<file path="src/rtl/hpi_pkg.sv">
package hpi_pkg;

  typedef enum logic [1:0] {
    SEL_CTRL = 2'd0,
    SEL_ADDR = 2'd1,
    SEL_DINC = 2'd2,
    SEL_DFIX = 2'd3
  } hpi_sel_e;

  typedef enum logic [1:0] {
    ST_IDLE   = 2'd0,
    ST_SETUP  = 2'd1,
    ST_STROBE = 2'd2,
    ST_HOLD   = 2'd3
  } hpi_st_e;

  // control code per slave variant (0 = A, 1 = B)
  function automatic logic [1:0] map_cntl(input logic var_b, input hpi_sel_e sel);
    logic [1:0] code;
    unique case (sel)
      SEL_CTRL: code = 2'b00;
      SEL_ADDR: code = var_b ? 2'b01 : 2'b10;
      SEL_DINC: code = var_b ? 2'b10 : 2'b01;
      default:  code = 2'b11;
    endcase
    return code;
  endfunction

endpackage

</file>
<file path="src/rtl/hpi_seq.sv">
module hpi_seq
  import hpi_pkg::*;
#(
  parameter int NUM_DSP  = 4,
  parameter int HOLD_CYC = 1,
  parameter int HW       = 16,
  parameter int IDX_W    = 2,
  localparam int WW      = 2 * HW,
  localparam int BEW     = WW / 8,
  localparam int CNT_W   = (HOLD_CYC > 1) ? $clog2(HOLD_CYC) : 1
) (
  input  logic             clk,
  input  logic             rst_n,
  input  logic             req_valid,
  input  logic [IDX_W-1:0] req_dsp,
  input  logic             req_read,
  input  logic [1:0]       req_sel,
  input  logic             req_var,
  input  logic [WW-1:0]    req_wdata,
  input  logic [BEW-1:0]   req_be,
  input  logic             rdy_sel,
  input  logic [HW-1:0]    hd_i,
  output hpi_st_e          st,
  output logic             half,
  output logic [IDX_W-1:0] lat_dsp,
  output logic             lat_read,
  output hpi_sel_e         lat_sel,
  output logic             lat_var,
  output logic [WW-1:0]    lat_wdata,
  output logic [BEW-1:0]   lat_be,
  output logic             done,
  output logic [WW-1:0]    rdata
);

  hpi_st_e          st_q, st_d;
  logic             half_q, half_d;
  logic [CNT_W-1:0] cnt_q, cnt_d;
  logic             lat_en, cap_en, done_d;
  logic [HW-1:0]    hi_q, lo_q;

  // next state
  always_comb begin
    st_d   = st_q;
    half_d = half_q;
    cnt_d  = cnt_q;
    lat_en = 1'b0;
    cap_en = 1'b0;
    done_d = 1'b0;
    unique case (st_q)
      ST_IDLE: begin
        if (req_valid) begin
          lat_en = 1'b1;
          half_d = 1'b0;
          st_d   = ST_SETUP;
        end
      end
      ST_SETUP: st_d = ST_STROBE;
      ST_STROBE: begin
        if (rdy_sel) begin
          cnt_d = '0;
          st_d  = ST_HOLD;
        end
      end
      default: begin
        if (cnt_q == CNT_W'(HOLD_CYC - 1)) begin
          cap_en = 1'b1;
          if (half_q) begin
            done_d = 1'b1;
            st_d   = ST_IDLE;
          end else begin
            half_d = 1'b1;
            st_d   = ST_SETUP;
          end
        end else begin
          cnt_d = cnt_q + 1'b1;
        end
      end
    endcase
  end

  // state registers
  always_ff @(posedge clk or negedge rst_n) begin
    if (!rst_n) begin
      st_q   <= ST_IDLE;
      half_q <= 1'b0;
      cnt_q  <= '0;
      done   <= 1'b0;
    end else begin
      st_q   <= st_d;
      half_q <= half_d;
      cnt_q  <= cnt_d;
      done   <= done_d;
    end
  end

  // request latch
  always_ff @(posedge clk or negedge rst_n) begin
    if (!rst_n) begin
      lat_dsp   <= '0;
      lat_read  <= 1'b1;
      lat_sel   <= SEL_CTRL;
      lat_var   <= 1'b0;
      lat_wdata <= '0;
      lat_be    <= '0;
    end else if (lat_en) begin
      lat_dsp   <= req_dsp;
      lat_read  <= req_read;
      lat_sel   <= hpi_sel_e'(req_sel);
      lat_var   <= req_var;
      lat_wdata <= req_wdata;
      lat_be    <= req_be;
    end
  end

  // read capture on strobe release
  always_ff @(posedge clk or negedge rst_n) begin
    if (!rst_n) begin
      hi_q <= '0;
      lo_q <= '0;
    end else if (cap_en) begin
      if (half_q) lo_q <= hd_i;
      else        hi_q <= hd_i;
    end
  end

  assign st    = st_q;
  assign half  = half_q;
  assign rdata = {hi_q, lo_q};

endmodule

</file>
<file path="src/rtl/hpi_pins.sv">
module hpi_pins
  import hpi_pkg::*;
#(
  parameter int NUM_DSP = 4,
  parameter int HW      = 16,
  parameter int IDX_W   = 2,
  localparam int WW     = 2 * HW,
  localparam int BEW    = WW / 8,
  localparam int HBW    = HW / 8
) (
  input  hpi_st_e          st,
  input  logic             half,
  input  logic [IDX_W-1:0] lat_dsp,
  input  logic             lat_read,
  input  hpi_sel_e         lat_sel,
  input  logic             lat_var,
  input  logic [WW-1:0]    lat_wdata,
  input  logic [BEW-1:0]   lat_be,
  input  logic [NUM_DSP-1:0] hrdy,
  output logic             rdy_sel,
  output logic [HW-1:0]    hd_o,
  output logic             hd_oe,
  output logic             hrw,
  output logic             hds_n,
  output logic             hhwil,
  output logic [1:0]       hcntl,
  output logic [HBW-1:0]   hbe_n,
  output logic [NUM_DSP-1:0] hcs_n
);

  logic               active;
  logic [NUM_DSP-1:0] hit;
  logic [NUM_DSP-1:0] rdy_hit;

  assign active = (st != ST_IDLE);

  for (genvar g = 0; g < NUM_DSP; g++) begin : g_slave
    assign hit[g]     = (lat_dsp == IDX_W'(g));
    assign hcs_n[g]   = !(active && hit[g]);
    assign rdy_hit[g] = hit[g] && (lat_var ? !hrdy[g] : hrdy[g]);
  end

  assign rdy_sel = |rdy_hit;
  assign hds_n   = !((st == ST_STROBE) || (st == ST_HOLD));
  assign hrw     = active ? lat_read : 1'b1;
  assign hhwil   = active && half;
  assign hcntl   = active ? map_cntl(lat_var, lat_sel) : 2'b00;
  assign hd_oe   = active && !lat_read;
  assign hd_o    = half ? lat_wdata[HW-1:0] : lat_wdata[WW-1:HW];

  always_comb begin
    hbe_n = '1;
    if (active && lat_var && !lat_read &&
        ((lat_sel == SEL_DINC) || (lat_sel == SEL_DFIX))) begin
      hbe_n = half ? ~lat_be[HBW-1:0] : ~lat_be[BEW-1:HBW];
    end
  end

endmodule

</file>
<file path="src/rtl/hpi_side.sv">
module hpi_side #(
  parameter int NUM_DSP = 4
) (
  input  logic               clk,
  input  logic               rst_n,
  input  logic               sw_rst_we,
  input  logic [NUM_DSP-1:0] sw_rst_hold,
  input  logic [NUM_DSP-1:0] hint_n,
  input  logic [NUM_DSP-1:0] irq_en,
  output logic [NUM_DSP-1:0] dsp_rst_n,
  output logic               host_irq
);

  logic [NUM_DSP-1:0] hold_q;
  logic [NUM_DSP-1:0] pend;
  logic               irq_d;

  for (genvar g = 0; g < NUM_DSP; g++) begin : g_rst
    always_ff @(posedge clk or negedge rst_n) begin
      if (!rst_n)         hold_q[g] <= 1'b1;
      else if (sw_rst_we) hold_q[g] <= sw_rst_hold[g];
    end
    assign dsp_rst_n[g] = !hold_q[g];
    assign pend[g]      = !hint_n[g] && irq_en[g];
  end

  assign irq_d = |pend;

  always_ff @(posedge clk or negedge rst_n) begin
    if (!rst_n) host_irq <= 1'b0;
    else        host_irq <= irq_d;
  end

endmodule

</file>
<file path="src/rtl/hpi_master.sv">
module hpi_master
  import hpi_pkg::*;
#(
  parameter int NUM_DSP  = 4,
  parameter int HOLD_CYC = 1,
  parameter int HW       = 16,
  localparam int IDX_W   = (NUM_DSP > 1) ? $clog2(NUM_DSP) : 1,
  localparam int WW      = 2 * HW,
  localparam int BEW     = WW / 8,
  localparam int HBW     = HW / 8
) (
  input  logic               clk,
  input  logic               rst_n,
  input  logic               req_valid,
  input  logic [IDX_W-1:0]   req_dsp,
  input  logic               req_read,
  input  logic [1:0]         req_sel,
  input  logic               req_var,
  input  logic [WW-1:0]      req_wdata,
  input  logic [BEW-1:0]     req_be,
  output logic               busy,
  output logic               done,
  output logic [WW-1:0]      rdata,
  output logic [HW-1:0]      hd_o,
  output logic               hd_oe,
  input  logic [HW-1:0]      hd_i,
  output logic               hrw,
  output logic               hds_n,
  output logic               hhwil,
  output logic [1:0]         hcntl,
  output logic [HBW-1:0]     hbe_n,
  output logic [NUM_DSP-1:0] hcs_n,
  input  logic [NUM_DSP-1:0] hrdy,
  input  logic               sw_rst_we,
  input  logic [NUM_DSP-1:0] sw_rst_hold,
  output logic [NUM_DSP-1:0] dsp_rst_n,
  input  logic [NUM_DSP-1:0] hint_n,
  input  logic [NUM_DSP-1:0] irq_en,
  output logic               host_irq
);

  hpi_st_e          st;
  logic             half;
  logic [IDX_W-1:0] lat_dsp;
  logic             lat_read;
  hpi_sel_e         lat_sel;
  logic             lat_var;
  logic [WW-1:0]    lat_wdata;
  logic [BEW-1:0]   lat_be;
  logic             rdy_sel;

  hpi_seq #(
    .NUM_DSP(NUM_DSP), .HOLD_CYC(HOLD_CYC), .HW(HW), .IDX_W(IDX_W)
  ) i_seq (
    .clk(clk), .rst_n(rst_n),
    .req_valid(req_valid), .req_dsp(req_dsp), .req_read(req_read),
    .req_sel(req_sel), .req_var(req_var), .req_wdata(req_wdata), .req_be(req_be),
    .rdy_sel(rdy_sel), .hd_i(hd_i),
    .st(st), .half(half), .lat_dsp(lat_dsp), .lat_read(lat_read),
    .lat_sel(lat_sel), .lat_var(lat_var), .lat_wdata(lat_wdata), .lat_be(lat_be),
    .done(done), .rdata(rdata)
  );

  hpi_pins #(
    .NUM_DSP(NUM_DSP), .HW(HW), .IDX_W(IDX_W)
  ) i_pins (
    .st(st), .half(half), .lat_dsp(lat_dsp), .lat_read(lat_read),
    .lat_sel(lat_sel), .lat_var(lat_var), .lat_wdata(lat_wdata), .lat_be(lat_be),
    .hrdy(hrdy), .rdy_sel(rdy_sel),
    .hd_o(hd_o), .hd_oe(hd_oe), .hrw(hrw), .hds_n(hds_n), .hhwil(hhwil),
    .hcntl(hcntl), .hbe_n(hbe_n), .hcs_n(hcs_n)
  );

  hpi_side #(
    .NUM_DSP(NUM_DSP)
  ) i_side (
    .clk(clk), .rst_n(rst_n),
    .sw_rst_we(sw_rst_we), .sw_rst_hold(sw_rst_hold),
    .hint_n(hint_n), .irq_en(irq_en),
    .dsp_rst_n(dsp_rst_n), .host_irq(host_irq)
  );

  assign busy = (st != ST_IDLE);

endmodule

</file>
<file path="config.mk">
export PLATFORM = sky130hd
export DESIGN_NAME = hpi_master
export DESIGN_NICKNAME = d
export VERILOG_FILES = /design/src/rtl/hpi_pkg.sv /design/src/rtl/hpi_seq.sv /design/src/rtl/hpi_pins.sv /design/src/rtl/hpi_side.sv /design/src/rtl/hpi_master.sv
export SDC_FILE = /design/constraint.sdc
export NUM_CORES = 1
export LEC_CHECK = 0
export BUFFER_PORTS_ARGS = -buffer_cell sky130_fd_sc_hd__buf_2
export CAP_MARGIN = 10
export CORE_ASPECT_RATIO = 1.25
export CORE_UTILIZATION = 30
export CTS_BUF_LIST = sky130_fd_sc_hd__clkbuf_2 sky130_fd_sc_hd__clkbuf_4 sky130_fd_sc_hd__clkbuf_8
export DETAILED_ROUTE_END_ITERATION = 8
export GPL_ROUTABILITY_DRIVEN = 0
export PLACE_DENSITY = 0.58
export SYNTH_ARGS = -nofsm -noshare
export SYNTH_HDL_FRONTEND = slang
export SYNTH_SLANG_ARGS = --single-unit
</file>
<file path="constraint.sdc">
create_clock -name clk -period 4.3 [get_ports clk]
set_input_delay 0.215 -clock clk [delete_from_list [all_inputs] [get_ports clk]]
set_output_delay 0.215 -clock clk [all_outputs]
set_load 0.005 [all_outputs]
</file>
==> metrics.txt <==
outcome finished clean; sequential fraction of the synthesis area 58.3%; layout cell share with drive strength beyond 1 66.0%; Num CTS Buffers 9; Largest delay share family, worst path flip-flops; Tot GR Track Use 12.1%; share of power burned in combinational logic 39.3%; initial core utilization 30.8%; setup tns final 0 ns; Worst-Skew Late Latency 0.34 ns; Core ar. 11600 um2; die area 12400 um2; post-DP HPWL 5090 um; Leak 2.22 nW; Ys Warns 0; sw frac 30.1%; Port Buf Inserts 144; H-tree depth 3; fill count 1144; total gr overflow 0; Syn Inst Count 246; crit end category flop; CTS max path bufs 2; Worst EP required 4.53 ns; final setup vio count 0; clock skew 0.00534 ns; post-CTS setup buffer count 0; min cycle time layout 2.32 ns; DRC marker count from the first detailed-route iteration 70; RSZ-0062 raised after global routing no; CP arrival 2.55 ns; Mapped Area 3570 um2; Vias 2430; Clock power frac 18.5%; top cell type by total area after synthesis dfrtp_1; CP max stage cell dfrtp_1; FFs w/ async S/R, synth 100%; Avg Inst Size Synth 14.5 um2; Die X 99.6 um; reg2reg end i_seq.lo_q[1]; pre-CTS setup slack 1.84 ns; largest net degree at the start of global routing 84; Antenna Violating Nets Remaining 0; Synth top area share 54.6%; GRT met2 Usage 21.7%; CTS resizes 0; first-pass GRT wire length 11400 um; area growth from synthesis to final layout 30.0%; Netlist cell types 27; die height 124 um; R2R depth 2; sw power 1.00 mW; vias in the first global route 2465; hold_buf cts 0; GRT Max-Usage Layer met2; CP Max Fanout 23; via-per-instance ratio 4.37; Main synth FF type dfrtp_1; Crit Path Class reg2reg; worst min path class in2async; drt drc 0; final core occ 40.0%; # Max-Cap Violations 0; worst reg2reg path startpoint i_seq.half; slew margin rel. 29.7%; met1 GRT Util 13.0%; NumNets Final 471; CTS clk-pin slew, worst paths 0.07 ns; FF+latch count, synth 83; CP bufs+invs 0; fin cells 556; Ports 145; FF-to-FF setup slack 1.98 ns; # rows 44; initial antenna violation count 1; VDD IR max 0.000216 V; CP cell instances nand2_1 -> mux2_2; grt met3 use 4.49%; Internal 2.33 mW; largest cells by area after synthesis dfrtp_1 (55%), mux2_2 (29%), dfstp_2 (3.7%); placed cell count 539; Final Hold Viols 0; post-route setup slack 1.98 ns; Tightest Pin Transition 1.05 ns; Worst setup SP type flop; Syn Nets 328; CTS tree yes; CTS root buffer clkbuf_8; max-slew violations 0; number of synthesized flops with an enable pin 0; Pre-Repair DR Iteration Count 2; PD cells 718 nW/um2; Avg WL per Cell 12.9 um; clock sinks 83; CP peak stage delay 1.00 ns; sequential cell fraction of total power 42.2%; FMAX 431 MHz; routed wire length 7170 um; period utilization 53.9%
cells in the final DEF (no fill, tap or decap), types with 3 or more instances in the layout:
cell	netlist	layout
clkbuf_4	0	3
ha_1	4	4
dfstp_2	5	5
o21ai_0	6	6
buf_2	8	143
inv_1	14	14
clkbuf_8	0	9
dfrtp_1	78	78
nor2_1	6	6
nand2_1	7	6
mux2_2	92	92
mux2i_1	4	4
state kept, by name (all words and copies together), names as in the netlist:
| register | cells |
|---|---|
| i_seq.lo_q | 16 |
| i_seq.lat_sel | 2 |
| i_seq.half | 1 |
| i_seq.lat_be | 4 |
| i_seq.st | 2 |
| i_seq.lat_var | 1 |
| i_seq.lat_dsp | 2 |
| i_seq.done | 1 |
| i_seq.lat_wdata | 32 |
| i_seq.hi_q | 16 |
| i_side.host_irq | 1 |
| i_seq.lat_read | 1 |
| i_side.hold_q | 4 |
worst max path at each step:
stage,startpoint,endpoint,slack [ns],cells after the start
finish,i_seq.half,i_seq.lo_q[1],1.98,2
detailed placement,i_seq.half,i_seq.lo_q[1],1.84,2
floorplan,i_seq.st[0],i_seq.st[0],2.61,6
global placement,i_seq.half,i_seq.lo_q[10],1.88,2
global route,i_seq.half,i_seq.lo_q[7],1.69,2
CTS,i_seq.half,i_seq.lo_q[1],1.81,2
metal layers:
metal / vias up / routed length [um]
met4: 0 / 78
met5: - / 0
li1: 1142 / -
met2: 90 / 3820
met3: 7 / 490
met1: 1191 / 2770
power by group through the flow:
stage | Combinational [mW] | Sequential [mW] | Clock [mW]
floorplan | 0.906 | 1.35 | 0
global placement | 1.32 | 1.42 | 0
detailed placement | 1.34 | 1.44 | 0
CTS | 1.35 | 1.42 | 0.650
global route | 1.47 | 1.47 | 0.677
finish | 1.31 | 1.41 | 0.616
cells in the mapped netlist, types with 2 or more instances:
cell / instances
buf_2: 8
buf_6: 3
dfrtp_1: 78
dfstp_2: 5
ha_1: 4
inv_1: 14
mux2_1: 2
mux2_2: 92
mux2i_1: 4
nand2_1: 7
nand3b_1: 2
nand4_1: 2
nor2_1: 6
o21ai_0: 6
area by class of cell:
class	count	area, um2	area share, %
antenna	1	2.50	0.0539
clock buffer	12	146	3.15
clock inverter	4	75.1	1.62
inverter	14	52.6	1.13
multi-input combinational	137	1360	29.3
sequential	83	2080	44.8
tap	161	201	4.33
timing repair buffer	144	723	15.6
cell families (layout without fill, tap and decap cells):
group | count (synthesis) | after routing | synth area share (%)
flops | 83 | 83 | 58.3
compound gates | 10 | 10 | 1.86
simple gates | 23 | 23 | 3.19
xor+xnor | 1 | 1 | 0.245
buf+inv | 26 | 174 | 3.64
other cells | 0 | 1 | 0
fa+ha+maj | 4 | 4 | 1.40
mux | 99 | 99 | 31.4
through the flow:
step	instance area (um2)	power (mW)	hold slack, ns
final	4650	3.34	0.0432
after global routing	4640	3.62	0.0573
after CTS	4640	3.42	0.0552
after detailed placement	4420	2.78	0.435
after global placement	4420	2.73	0.425
after floorplan	3570	2.26	-0.0806
(Power assumes the default switching activity.)
